## src/rtl/pic8_pkg.sv

```systemverilog
package pic8_pkg;
    localparam int LINES = 8;
    localparam int IDW   = $clog2(LINES);
    localparam int DW    = 8;

    // command decode fields
    localparam int        INIT_BIT     = 4;
    localparam int        SELCMD_BIT   = 3;
    localparam logic [4:0] EOI_TAG     = 5'b01100;
    localparam logic [DW-1:0] MASK_RESET = '1;

    typedef enum logic [1:0] {
        ST_RUN,
        ST_BASE,
        ST_CASC,
        ST_MODE
    } init_st_e;

    typedef struct packed {
        logic [DW-1:0]    base;
        logic [LINES-1:0] casc_mask;
        logic             single;
        logic             need_mode;
        logic             auto_eoi;
    } cfg_t;

    typedef struct packed {
        logic           valid;
        logic [IDW-1:0] id;
    } pick_t;

    function automatic pick_t pick_lowest(input logic [LINES-1:0] v);
        pick_t p;
        p = '0;
        for (int i = LINES - 1; i >= 0; i--) begin
            if (v[i]) begin
                p.valid = 1'b1;
                p.id    = IDW'(i);
            end
        end
        return p;
    endfunction

    function automatic logic [LINES-1:0] line_bit(input logic [IDW-1:0] id);
        return LINES'(1) << id;
    endfunction
endpackage

```

## src/rtl/pic8_host_regs.sv

```systemverilog
module pic8_host_regs
    import pic8_pkg::*;
(
    input  logic                 clk,
    input  logic                 rst,
    input  logic                 host_wr,
    input  logic                 host_addr,
    input  logic [DW-1:0]        host_wdata,
    output cfg_t                 cfg,
    output logic [LINES-1:0]     imr,
    output logic                 rsel_isr,
    output logic                 init_pulse,
    output logic                 eoi_valid,
    output logic [IDW-1:0]       eoi_id
);
    init_st_e st;

    logic cmd_wr, dat_wr;
    assign cmd_wr     = host_wr && !host_addr;
    assign dat_wr     = host_wr &&  host_addr;
    assign init_pulse = cmd_wr && host_wdata[INIT_BIT];
    assign eoi_valid  = cmd_wr && (host_wdata[7:3] == EOI_TAG);
    assign eoi_id     = host_wdata[IDW-1:0];

    always_ff @(posedge clk) begin
        if (rst) begin
            st       <= ST_RUN;
            cfg      <= '0;
            imr      <= MASK_RESET;
            rsel_isr <= 1'b0;
        end else if (init_pulse) begin
            st            <= ST_BASE;
            cfg.single    <= host_wdata[1];
            cfg.need_mode <= host_wdata[0];
            cfg.auto_eoi  <= 1'b0;
            imr           <= '0;
            rsel_isr      <= 1'b0;
        end else if (cmd_wr) begin
            if (!host_wdata[INIT_BIT] && host_wdata[SELCMD_BIT] && host_wdata[1])
                rsel_isr <= host_wdata[0];
        end else if (dat_wr) begin
            unique case (st)
                ST_RUN:  imr <= host_wdata;
                ST_BASE: begin
                    cfg.base <= host_wdata;
                    if (!cfg.single)        st <= ST_CASC;
                    else if (cfg.need_mode) st <= ST_MODE;
                    else                    st <= ST_RUN;
                end
                ST_CASC: begin
                    cfg.casc_mask <= host_wdata;
                    st <= cfg.need_mode ? ST_MODE : ST_RUN;
                end
                ST_MODE: begin
                    cfg.auto_eoi <= host_wdata[1];
                    st <= ST_RUN;
                end
                default: st <= ST_RUN;
            endcase
        end
    end

    assert_init_enter_R1: assert property (@(posedge clk) disable iff (rst)
        init_pulse |=> (st == ST_BASE));
    assert_init_mask_hold_R10: assert property (@(posedge clk) disable iff (rst)
        (dat_wr && !init_pulse && st != ST_RUN) |=> $stable(imr));
    assert_mask_load_R7: assert property (@(posedge clk) disable iff (rst)
        (dat_wr && st == ST_RUN) |=> (imr == $past(host_wdata)));
endmodule

```

## src/rtl/pic8_req_latch.sv

```systemverilog
module pic8_req_latch
    import pic8_pkg::*;
(
    input  logic             clk,
    input  logic             rst,
    input  logic [LINES-1:0] irq_in,
    input  logic             take,
    input  logic [IDW-1:0]   take_id,
    output logic [LINES-1:0] irr
);
    logic [LINES-1:0] prev;
    logic [LINES-1:0] clr;

    assign clr = take ? line_bit(take_id) : '0;

    always_ff @(posedge clk) begin
        if (rst) begin
            prev <= '0;
            irr  <= '0;
        end else begin
            prev <= irq_in;
            irr  <= ((irr & ~clr) | (irq_in & ~prev)) & irq_in;
        end
    end

    assert_pending_needs_level_R4: assert property (@(posedge clk) disable iff (rst)
        ((irr & ~$past(irq_in)) == '0));
endmodule

```

## src/rtl/pic8_prio.sv

```systemverilog
module pic8_prio
    import pic8_pkg::*;
(
    input  logic [LINES-1:0] irr,
    input  logic [LINES-1:0] imr,
    input  logic [LINES-1:0] isr,
    output pick_t            win,
    output logic             int_req
);
    pick_t svc;

    always_comb begin
        win     = pick_lowest(irr & ~imr);
        svc     = pick_lowest(isr);
        int_req = win.valid && (!svc.valid || (win.id < svc.id));
    end
endmodule

```

## src/rtl/pic8_in_service.sv

```systemverilog
module pic8_in_service
    import pic8_pkg::*;
(
    input  logic             clk,
    input  logic             rst,
    input  logic             init_clear,
    input  logic             take,
    input  logic [IDW-1:0]   take_id,
    input  logic             auto_eoi,
    input  logic             eoi_valid,
    input  logic [IDW-1:0]   eoi_id,
    output logic [LINES-1:0] isr
);
    logic [LINES-1:0] set_m, clr_m;

    assign set_m = (take && !auto_eoi) ? line_bit(take_id) : '0;
    assign clr_m = eoi_valid ? line_bit(eoi_id) : '0;

    always_ff @(posedge clk) begin
        if (rst || init_clear) isr <= '0;
        else                   isr <= (isr & ~clr_m) | set_m;
    end

    assert_eoi_single_bit_R5: assert property (@(posedge clk) disable iff (rst)
        (eoi_valid && !take && !init_clear) |=>
            (isr == ($past(isr) & ~line_bit($past(eoi_id)))));
    assert_ack_sets_R4: assert property (@(posedge clk) disable iff (rst)
        (take && !auto_eoi && !init_clear) |=> isr[$past(take_id)]);
endmodule

```

## src/rtl/pic8_ctrl.sv

```systemverilog
module pic8_ctrl
    import pic8_pkg::*;
(
    input  logic          clk,
    input  logic          rst,
    input  logic          host_wr,
    input  logic          host_addr,
    input  logic [7:0]    host_wdata,
    output logic [7:0]    host_rdata,
    input  logic [7:0]    irq_in,
    input  logic          slave_attached,
    input  logic          int_ack,
    output logic          int_out,
    output logic [7:0]    ack_vector,
    output logic          cascade_hit
);
    cfg_t             cfg;
    logic [LINES-1:0] imr, irr, isr;
    logic             rsel_isr, init_pulse, eoi_valid;
    logic [IDW-1:0]   eoi_id;
    pick_t            win;
    logic             int_req, take;
    logic [IDW-1:0]   served_id;

    pic8_host_regs u_regs (
        .clk(clk), .rst(rst), .host_wr(host_wr), .host_addr(host_addr),
        .host_wdata(host_wdata), .cfg(cfg), .imr(imr), .rsel_isr(rsel_isr),
        .init_pulse(init_pulse), .eoi_valid(eoi_valid), .eoi_id(eoi_id)
    );

    pic8_req_latch u_req (
        .clk(clk), .rst(rst), .irq_in(irq_in), .take(take),
        .take_id(win.id), .irr(irr)
    );

    pic8_prio u_prio (
        .irr(irr), .imr(imr), .isr(isr), .win(win), .int_req(int_req)
    );

    pic8_in_service u_isr (
        .clk(clk), .rst(rst), .init_clear(init_pulse), .take(take),
        .take_id(win.id), .auto_eoi(cfg.auto_eoi), .eoi_valid(eoi_valid),
        .eoi_id(eoi_id), .isr(isr)
    );

    assign take        = int_ack && int_req;
    assign served_id   = int_req ? win.id : IDW'(LINES - 1);
    assign ack_vector  = cfg.base + DW'(served_id);
    assign cascade_hit = take && !cfg.single && cfg.casc_mask[win.id] && slave_attached;
    assign int_out     = int_req;
    assign host_rdata  = host_addr ? imr : (rsel_isr ? isr : irr);

    assert_out_needs_unmasked_R3: assert property (@(posedge clk) disable iff (rst)
        int_out |-> ((irr & ~imr) != '0));
    assert_spurious_no_isr_R8: assert property (@(posedge clk) disable iff (rst)
        (int_ack && !int_req && !eoi_valid && !init_pulse) |=> $stable(isr));
    assert_auto_eoi_R9: assert property (@(posedge clk) disable iff (rst)
        (int_ack && cfg.auto_eoi && !eoi_valid && !init_pulse) |=> $stable(isr));
    assert_init_clears_R10: assert property (@(posedge clk) disable iff (rst)
        init_pulse |=> (imr == '0 && isr == '0));
    assert_cascade_gate_R11: assert property (@(posedge clk) disable iff (rst)
        cascade_hit |-> (int_ack && slave_attached));
endmodule

```

## config.mk

```make
export PLATFORM = sky130hd
export DESIGN_NAME = pic8_ctrl
export DESIGN_NICKNAME = d
export VERILOG_FILES = /design/src/rtl/pic8_pkg.sv /design/src/rtl/pic8_host_regs.sv /design/src/rtl/pic8_req_latch.sv /design/src/rtl/pic8_prio.sv /design/src/rtl/pic8_in_service.sv /design/src/rtl/pic8_ctrl.sv
export SDC_FILE = /design/constraint.sdc
export NUM_CORES = 1
export LEC_CHECK = 0
export BUFFER_PORTS_ARGS = -buffer_cell sky130_fd_sc_hd__buf_2
export CAP_MARGIN = 20
export CORE_AREA = 2 2 75 77
export CTS_BUF_LIST = sky130_fd_sc_hd__clkbuf_4
export DETAILED_ROUTE_END_ITERATION = 10
export DIE_AREA = 0 0 77 79
export PLACE_DENSITY = 0.81
export SLEW_MARGIN = 20
export SYNTH_ARGS = -nofsm -noshare
export SYNTH_HDL_FRONTEND = slang
export SYNTH_SLANG_ARGS = --single-unit
```

## constraint.sdc

```tcl
create_clock -name clk -period 5.6 [get_ports clk]
set_input_delay 0.28 -clock clk [delete_from_list [all_inputs] [get_ports clk]]
set_output_delay 0.28 -clock clk [all_outputs]
set_load 0.02 [all_outputs]
```

; Word-level counts from Yosys, hierarchy flattened
; Cells that the tools add are included.
[classes]
n_addsub = 1
n_lt_le_gt_ge = 2
n_eq_ne = 5
shifts = 2
mux = 34
n_bitwise = 13
n_reduce_logical = 32
[op_table]
columns = cell, n
row1 = 2-to-1 mux 8 bit, 9
row2 = 2-to-1 mux 4 bit, 16
row3 = AND 8 bit, 5
row4 = inverter 8 bit, 4
row5 = OR 8 bit, 2
row6 = "left shift 1 x 3 -> 8 bit, first input constant", 2
row7 = logical AND 1 bit, 12
row8 = AND reduction 3 bit, 4
row9 = adder 8 x 3 -> 8 bit, 1
row10 = AND reduction 4 bit, 2
row11 = case mux 2 bit (3 select lines), 1
row12 = "== test 5 x 4 -> 1 bit, second input constant", 1
row13 = zero test 1 bit, 5
row14 = "== test 2 bit, second input constant", 2
row15 = "less-than comparator 3 x 4 -> 1 bit, second input constant", 1
row16 = 2-to-1 mux 1 bit, 4
row17 = 2-to-1 mux 2 bit, 2
row18 = nonzero test 2 bit, 2
row19 = nonzero test 4 bit, 1
row20 = binary-select mux 1 bit (select 3 bit), 1
row21 = less-than comparator 3 bit, 1
row22 = 2-to-1 mux 3 bit, 1
row23 = nonzero test 3 bit, 1
row24 = "== test 2 x 1 -> 1 bit, second input constant", 1
row25 = other kinds (6), 8
[word_totals]
reg_bits = 54
inputBits = 22
output_inout_bits = 18

; Depth between registers and ports, before layout
; Gate-level depths: netlist of run 1.
[depth]
depth_word = 19
mapped_depth = 17
mapped_depth_nobuf = 17

; By module
; From an unflattened synthesis of run 1, not the netlist that was laid out.
[hier_totals]
cells_unflattened = 335
hier_area_um2 = 2940.3
[modules_own_cells]
columns = mod, n_inst, cells_each, area_per_inst_um2, seq_area_each_um2
row1 = pic8_host_regs, 1, 136, 1177.4, 600.6
row2 = pic8_req_latch, 1, 57, 618.1, 320.3
row3 = pic8_ctrl, 1, 57, 429.2, 0.0
row4 = pic8_in_service, 1, 40, 404.1, 160.2
row5 = pic8_prio, 1, 45, 311.5, 0.0

; Worst setup path before layout of run 1
; Ideal clock, no wire load.
[synth_path]
kind = reg-to-output
startpoint = register u_regs.imr[0]
endpoint = output port ack_vector[7]
t_arrival_ns = 3.413
required_time_ns = 5.320
setup_slack_ns = 1.907
path_stages_with_launch = 17
path_cell_list = dfxtp_1 nand2b_1 and2_1 and3_2 o21ai_2 inv_2 ha_1 a211oi_1 a31o_2 a21boi_2 nand2_1 ha_1 a21o_1 a21oi_1 nor2_1 nand3_1 xnor2_1
[synth_via]
elab_chain_cells = 8
[synth_lines]
columns = item, line_no
row1 = start: declaration, pic8_host_regs.sv:10  ; output logic [LINES-1:0] imr,
row2 = start signal: assignment, pic8_host_regs.sv:43  ; ST_RUN: imr <= host_wdata;
row3 = inverter 8 bit (*), pic8_prio.sv:13  ; win = pick_lowest(irr & ~imr);
row4 = AND 8 bit (*), pic8_prio.sv:13
row5 = 2-to-1 mux 4 bit (*), pic8_pkg.sv:36  ; if (v[i]) begin
row6 = less-than comparator 3 bit, pic8_prio.sv:15  ; int_req = win.valid && (!svc.valid || (win.id < svc.id));
row7 = logical OR 1 bit, pic8_prio.sv:15
row8 = logical AND 1 bit (*), pic8_prio.sv:15
row9 = via int_out, pic8_ctrl.sv:13  ; output logic int_out,
row10 = 2-to-1 mux 3 bit (*), pic8_ctrl.sv:47  ; assign served_id = int_req ? win.id : IDW'(LINES - 1);
row11 = adder 8 x 3 -> 8 bit (*), pic8_ctrl.sv:48  ; assign ack_vector = cfg.base + DW'(served_id);
row12 = end: declaration, pic8_ctrl.sv:14  ; output logic [7:0] ack_vector,
; The timed path passes the listed nets; every way through them passes the cells marked *.

; Worst setup path after layout of run 1
[layout_path]
startpoint = register u_regs.imr[0]
endpoint = output port ack_vector[7]
[layout_via]
elab_chain_cells = 8
[layout_lines]
columns = item, line_no
row1 = inverter 8 bit (*), pic8_prio.sv:13
row2 = AND 8 bit (*), pic8_prio.sv:13
row3 = 2-to-1 mux 4 bit (*), pic8_pkg.sv:36
row4 = less-than comparator 3 bit, pic8_prio.sv:15
row5 = logical OR 1 bit, pic8_prio.sv:15
row6 = logical AND 1 bit, pic8_prio.sv:15
row7 = 2-to-1 mux 3 bit (*), pic8_ctrl.sv:47
row8 = adder 8 x 3 -> 8 bit (*), pic8_ctrl.sv:48
; Every way passes the cells marked *; elsewhere a longest branch is shown, timed or not.

==> metrics.yaml, run 1 <==
yosys:
  synth_area_sq_um: 2820
  yosysSeqAreaShare: 0.384
  synth-edff-count: 0
  yosysTopAreaCell: "dfxtp_1"
  yosysWarnings: 0
  synthTopCellsByArea: "dfxtp_1 (38%), nand2_1 (9.5%), mux2i_1 (5.3%)"
  syn-instance-count: 343
  syn_nets: 371
  synthFlopType: "dfxtp_1"
  synth.distinct_cells: 51
  syn_area_per_cell_sq_um: 8.21
  ys_ff_latch: 54
  synth_top_area_frac: 0.384
  async_flop_share: 0
critical_path:
  crit_top_cell: "ha_1"
  critical_path_class: "reg2out"
  critPathRequiredTime_ps: 5320
  rr_worst_depth: 10
  path_cells: "nand2b_1, and2_1, and3_2, o21ai_2, inv_2, ha_1, a211oi_1, a31o_2, a21boi_2, nand2_1, ha_1, a21o_1, a21oi_1, nor2_1, nand3_1, xnor2_1, buf_2"
  reg2reg_slack_ps: 2870
  crit_buf_inv: 2
  critical_path.top_delay_family: "compound AO/OA/AOI/OAI gates"
  critical_path.slowest_cell: "dfxtp_1"
  critPathArrivalTime_ps: 3990
  path_max_fanout: 7
  worstSetupPathDepth: 17
  cp_slowest_stage_delay_ps: 370
  worst_setup_path_end_kind: "primary output"
  crit_path_start_kind: "flop"
placement:
  gp_congestion: 0.975
  port_buffers: 39
  numPlacedInstances: 441
  hpwl_um: 5470
pwr:
  peakVddDrop_mv: 0.132
  p_comb_frac: 0.198
  p_per_area_nw_per_um2: 234
  sequentialPowerShare: 0.567
  p_int_uw: 504
  p_leak_uw: 0.00126
  p_clk_frac: 0.235
  power_switching_uw: 223
  sw_frac_of_total: 0.307
global_routing:
  gr-total-overflow: 0
  grt_first_pass_wirelength_um: 11700
  globalRoute.busiestLayer: "met2"
  grt_usage: 0.244
  use_met2: 0.404
  met1_usage: 0.323
  antenna_found_initial: 0
  grt_util_met3: 0.0500
  first_global_vias: 2381
  grt_max_degree: 38
hold_path:
  min_path_cells: 2
  min_path_type: "in2reg"
sta:
  fin_skew_ps: 4.23
  fmax_mhz: 234
  period_needed_ps: 4270
  setup-tns-final_ps: 0
  period_share: 0.762
  final-setup-viol-count: 0
  worst_pin_slew_ps: 895
  hold_viol: 0
  slew_violations: 0
  rsz0062_at_grt: "no"
  timing.slew.headroom: 0.400
final_layout:
  regArea_sq_um: 1080
  drive_gt1_frac: 0.178
  fillerInstances: 524
  diodes: 0
  multiInputGateArea_sq_um: 1640
  area_growth_pct: 10.2
  final_cells: 448
  nets: 404
drt:
  routed_wl_um: 7230
  drt-initial-drc-count: 168
  drc_errors: 0
  wire_per_inst_um: 16.1
  post_drt_via_cell_ratio: 5.70
  ant_nets: 0
  first_pass_iters: 5
  vias: 2552
floorplanning:
  core_area_sq_um: 5340
  start_util: 0.528
  io_pins: 40
  die_w_um: 77
  dieArea_sq_um: 6080
  placementRows: 27
  die_h_um: 79
clock_tree:
  clkSinkCount: 54
  insertion_delay_ps: 370
  cts_setup_buffers: 0
  htreeDepth: 2
  cts_tree: "yes"
  cts_resized: 0
  cts_buffer_depth: 2
  path_clk_slew_ps: 140
  ctsHoldBuffers: 0
  numCtsBuffers: 5
  root_buffer: "clkbuf_4"
job:
  max-cap-violations: 0
status:
  status: "finished clean"
## final timing paths
check	end	start
max	ack_vector[7]	u_regs.imr[0]
min reg2reg	u_req.irr[3]	u_req.prev[3]
min	u_req.prev[1]	irq_in[1]
max reg2reg	u_isr.isr[3]	u_regs.imr[0]
## layout make-up
cell class / instances / share of cell area
Inverter: 12 / 0.0145
Clock buffer: 6 / 0.0145
Multi-Input combinational cell: 264 / 0.528
Tap cell: 72 / 0.0290
Clock inverter: 1 / 0.00242
Sequential cell: 54 / 0.348
Timing Repair Buffer: 39 / 0.0629
## cell usage in the layout (no fill, tap or decap), types with 2 or more instances in the layout
master    instances
a21oi_1          22
o211ai_1          6
ha_1              5
nand4_1           3
nor2_1           27
xnor2_1           4
o31ai_1           8
a41oi_2           4
nand3_1           6
inv_1            10
buf_2            39
a211o_1           8
inv_2             2
nor2b_1          13
a31oi_1           5
o311ai_0          2
clkbuf_4          6
xor2_1            2
o21ai_0          21
o21ai_2           2
mux2i_1          15
a21o_1            2
and2_1            2
nand2_1          71
dfxtp_1          54
nand2b_1         12
## registers in the layout, indices dropped and copies added (netlist names)
signal	count
u_regs.cfg	19
u_isr.isr	8
u_regs.imr	8
u_req.irr	8
u_req.prev	8
u_regs.st	2
u_regs.rsel_isr	1
## kinds of logic (layout without fill, tap and decap cells)
logic type,Yosys count,in the layout,synth area share
and+or+nand+nor,145,145,0.246
AOI/OAI and AO/OA,92,92,0.235
DFF,54,54,0.384
buffers and inverters,25,58,0.0342
muxes,15,15,0.0533
adders and majority gates,6,6,0.0293
xor gates and xnor gates,6,6,0.0187
## power by group through the flow
stage	sequential, uW	clock (uW)	combinational, uW
after floorplan	415	0	103
after global placement	419	0	141
after detailed placement	420	0	143
after CTS	411	172	144
after global routing	413	186	158
final	412	171	144
## routing by layer
metal,part of all wire,up-vias
met5,0,-
met4,0.018,0
met3,0.061,14
met2,0.47,100
met1,0.45,1173
li1,-,1265
## per-stage QoR
stage          area, sq um  setup WS [ps]   util  power [uW]  hold slack (ps)
6_report              3100           1330  0.581         726              140
5_1_grt               3100            985  0.581         758              132
4_1_cts               3100           1340  0.581         727              139
3_5_place_dp          3050           1760  0.571         563              432
3_3_place_gp          3050           1870  0.571         560              420
2_1_floorplan         2820           1910      -         518              398
## synthesized netlist by cell type (2+ instances only)
library cell	count
a211o_1	8
o21ai_2	2
a41oi_2	4
nand4_1	3
ha_1	5
inv_1	10
dfxtp_1	54
buf_2	2
inv_2	2
o211ai_1	6
a21oi_1	22
xnor2_1	4
nor2_1	27
nand2_1	71
and2_1	2
o311ai_0	2
xor2_1	2
nand3_1	6
mux2i_1	15
nor2b_1	13
a31oi_1	5
o21ai_0	21
buf_1	3
o31ai_1	8
nand2b_1	12
a21o_1	2
clkbuf_1	8
(Power assumes the default switching activity.)
==> run 2: changes to the inputs <==
CORE_AREA = 2 2 76 78   (was 2 2 75 77)
DIE_AREA = 0 0 78 80   (was 0 0 77 79)
PLACE_DENSITY = 0.83   (was 0.81)
clock period = 3.45 ns   (was 5.6 ns; I/O delays follow)
==> run 2 against run 1 <==
The run now ends with setup timing left. Clock skew increased by 5.6 ps. Register-to-register slack got worse by 1800 ps. Global-route usage increased by 2.0 points. Clock power increased by 110%. Hold slack got worse by 110 ps. Clock-buffer cell count decreased by 1. Power increased by 85%. First-iteration DRC count increased by 11%. Critical endpoint unchanged.
==> metrics.yaml, run 2 (synthesized netlist as in run 1, its figures left out) <==
hold_path:
  hold_end: "u_req.prev[0]"  # was u_req.prev[1]
  min_path_type: "in2reg"  # unchanged
  hold_start: "irq_in[0]"  # was irq_in[1]
  min_path_cells: 2  # unchanged
clock_tree:
  cts_buffer_depth: 2  # unchanged
  insertion_delay_ps: 380  # was 370 ps
  clkSinkCount: 54  # unchanged
  htreeDepth: 2  # unchanged
  cts_tree: "yes"  # unchanged
  path_clk_slew_ps: 160  # was 140 ps
  numCtsBuffers: 5  # unchanged
  root_buffer: "clkbuf_4"  # unchanged
  ctsHoldBuffers: 0  # unchanged
placement:
  port_buffers: 39  # unchanged
  gp_congestion: 0.970  # was 0.975
  place_area_sq_um: 3150  # was 3050 sq um
  numPlacedInstances: 450  # was 441
  pre_cts_slack_ps: 93.5  # was 1760 ps
  hpwl_um: 5760  # was 5470 um
sta:
  slew_violations: 0  # unchanged
  period_share: 1.03
  setup-tns-final_ps: -372  # was 0 ps
  hold_viol: 0  # unchanged
  fin_skew_ps: 9.83  # was 4.23 ps
  fmax_mhz: 282
  final-setup-viol-count: 5  # was 0
  period_needed_ps: 3550
  timing.slew.headroom: 0.356  # was 0.400
  setup_slack_ps: -99.4  # was 1330 ps
  hold_ws_ps: 30.7  # was 140 ps
  worst_pin_slew_ps: 961  # was 895 ps
  rsz0062_at_grt: "yes"  # was no
floorplanning:
  start_util: 0.521  # was 0.528
  io_pins: 40  # unchanged
  die_w_um: 78  # was 77 um
  placementRows: 27  # unchanged
  core_area_sq_um: 5410  # was 5340 sq um
  die_h_um: 80  # was 79 um
  dieArea_sq_um: 6240  # was 6080 sq um
drt:
  vias: 2722  # was 2552
  routed_wl_um: 8060  # was 7230 um
  wire_per_inst_um: 17.0  # was 16.1 um
  ant_nets: 0  # unchanged
  post_drt_via_cell_ratio: 5.73  # was 5.70
  drt-initial-drc-count: 186  # was 168
  first_pass_iters: 4  # was 5
  drc_errors: 0  # unchanged
pwr:
  p_per_area_nw_per_um2: 379  # was 234 nW/um^2
  power_switching_uw: 403  # was 223 uW
  p_clk_frac: 0.268  # was 0.235
  p_comb_frac: 0.232  # was 0.198
  sw_frac_of_total: 0.300  # was 0.307
  sequentialPowerShare: 0.500  # was 0.567
  p_int_uw: 941  # was 504 uW
  peakVddDrop_mv: 0.263  # was 0.132 mV
  p_leak_uw: 0.00149  # was 0.00126 uW
final_layout:
  area_growth_pct: 25.8  # was 10.2%
  fillerInstances: 459  # was 524
  largest_register_ffs: 19  # unchanged
  final_cells: 475  # was 448
  diodes: 0  # unchanged
  max_flop_register: "u_regs.cfg"  # unchanged
  final_cell_mix: "nand2_1 (68), dfxtp_1 (43), buf_2 (33)"  # was nand2_1 (71), dfxtp_1 (54), buf_2 (39)
  regArea_sq_um: 1090  # was 1080 sq um
  drive_gt1_frac: 0.323  # was 0.178
  multiInputGateArea_sq_um: 1820  # was 1640 sq um
  layout_commonest_cell: "nand2_1"  # unchanged
  nets: 430  # was 404
  final_area_sq_um: 3540  # was 3100 sq um
status:
  status: "finished with violations"  # was finished clean
  violations: "setup timing"
global_routing:
  grt_usage: 0.264  # was 0.244
  grt_max_degree: 38  # unchanged
  gr-total-overflow: 0  # unchanged
  grt_first_pass_wirelength_um: 12800  # was 11700 um
  antenna_found_initial: 0  # unchanged
  first_global_vias: 2659  # was 2381
critical_path:
  timing.rr.start: "u_regs.imr[3]"  # was u_regs.imr[0]
  rr_worst_depth: 12  # was 10
  critPathArrivalTime_ps: 3380  # was 3990 ps
  crit_path_start_kind: "flop"  # unchanged
  reg2reg_slack_ps: 1030  # was 2870 ps
  critical_path_class: "reg2out"  # unchanged
  critPathRequiredTime_ps: 3280  # was 5320 ps
  worst_setup_path_end_kind: "primary output"  # unchanged
  r2r_end: "u_isr.isr[7]"  # was u_isr.isr[3]
  path_max_fanout: 4  # was 7
job:
  max-cap-violations: 0  # unchanged
==> run 2: final cells by class <==
class | count | share of cell area
sequential | 54 | 0.309
clock inverter | 3 | 0.0124
multi-input combinational | 264 | 0.513
inverter | 12 | 0.0127
clock buffer | 5 | 0.0106
timing repair buffer | 65 | 0.117
tap | 72 | 0.0254
==> run 2: how the worst max path moves through the flow <==
stage                       start             to  cells past startpoint
global placement    u_regs.imr[2]  ack_vector[7]                     17
finish              u_regs.imr[1]  ack_vector[7]                     19
CTS                 u_regs.imr[1]  ack_vector[6]                     16
detailed placement  u_regs.imr[2]  ack_vector[6]                     16
global route        u_regs.imr[1]  ack_vector[7]                     19
floorplan           u_regs.imr[0]  ack_vector[7]                     16
==> run 2: power groups by stage <==
stage          Clock (uW)  Combinational, uW  Sequential (uW)
2_1_floorplan           0                174              674
3_3_place_gp            0                248              680
3_5_place_dp            0                253              681
4_1_cts               366                292              670
5_1_grt               388                334              675
6_report              360                311              672
==> run 2: layer usage <==
layer / up-vias / track usage / share of wire / routed length [um]
met4: 0 / 0.114 / 0.030 / 244
met1: 1298 / 0.315 / 0.42 / 3390
li1: 1321 / - / - / -
met3: 22 / 0.0373 / 0.049 / 398
met2: 81 / 0.474 / 0.50 / 4030
met5: - / 0 / 0 / 0
==> run 2: stage by stage <==
stage	util	power, uW
floorplan	-	848
global placement	0.583	927
detailed placement	0.583	934
CTS	0.639	1330
global route	0.656	1400
finish	0.656	1340
==> run 2: repair_timing <==
item / in CTS / in global routing
endpoints found under the hold margin: 0 / 0
setup endpoints to repair: 6 / 5
buffers inserted: 13 / 4
cloned: 0 / 0
resized for setup: 32 / 12
pin swaps: 12 / 13
==> run 2: worst max-delay path: stages, from the launching register on <==
cell	delay (ps)
dfxtp_2	350
nand2b_4	130
and2_4	170
and3_4	160
o21ai_4	60
inv_2	70
ha_4	270
o21a_1	120
o22ai_1	60
a31o_2	230
a21boi_4	140
buf_6	130
nand2_4	60
ha_4	190
a21o_1	200
a21oi_2	210
nor2_4	80
nand3_2	90
xnor2_2	110
buf_4	160
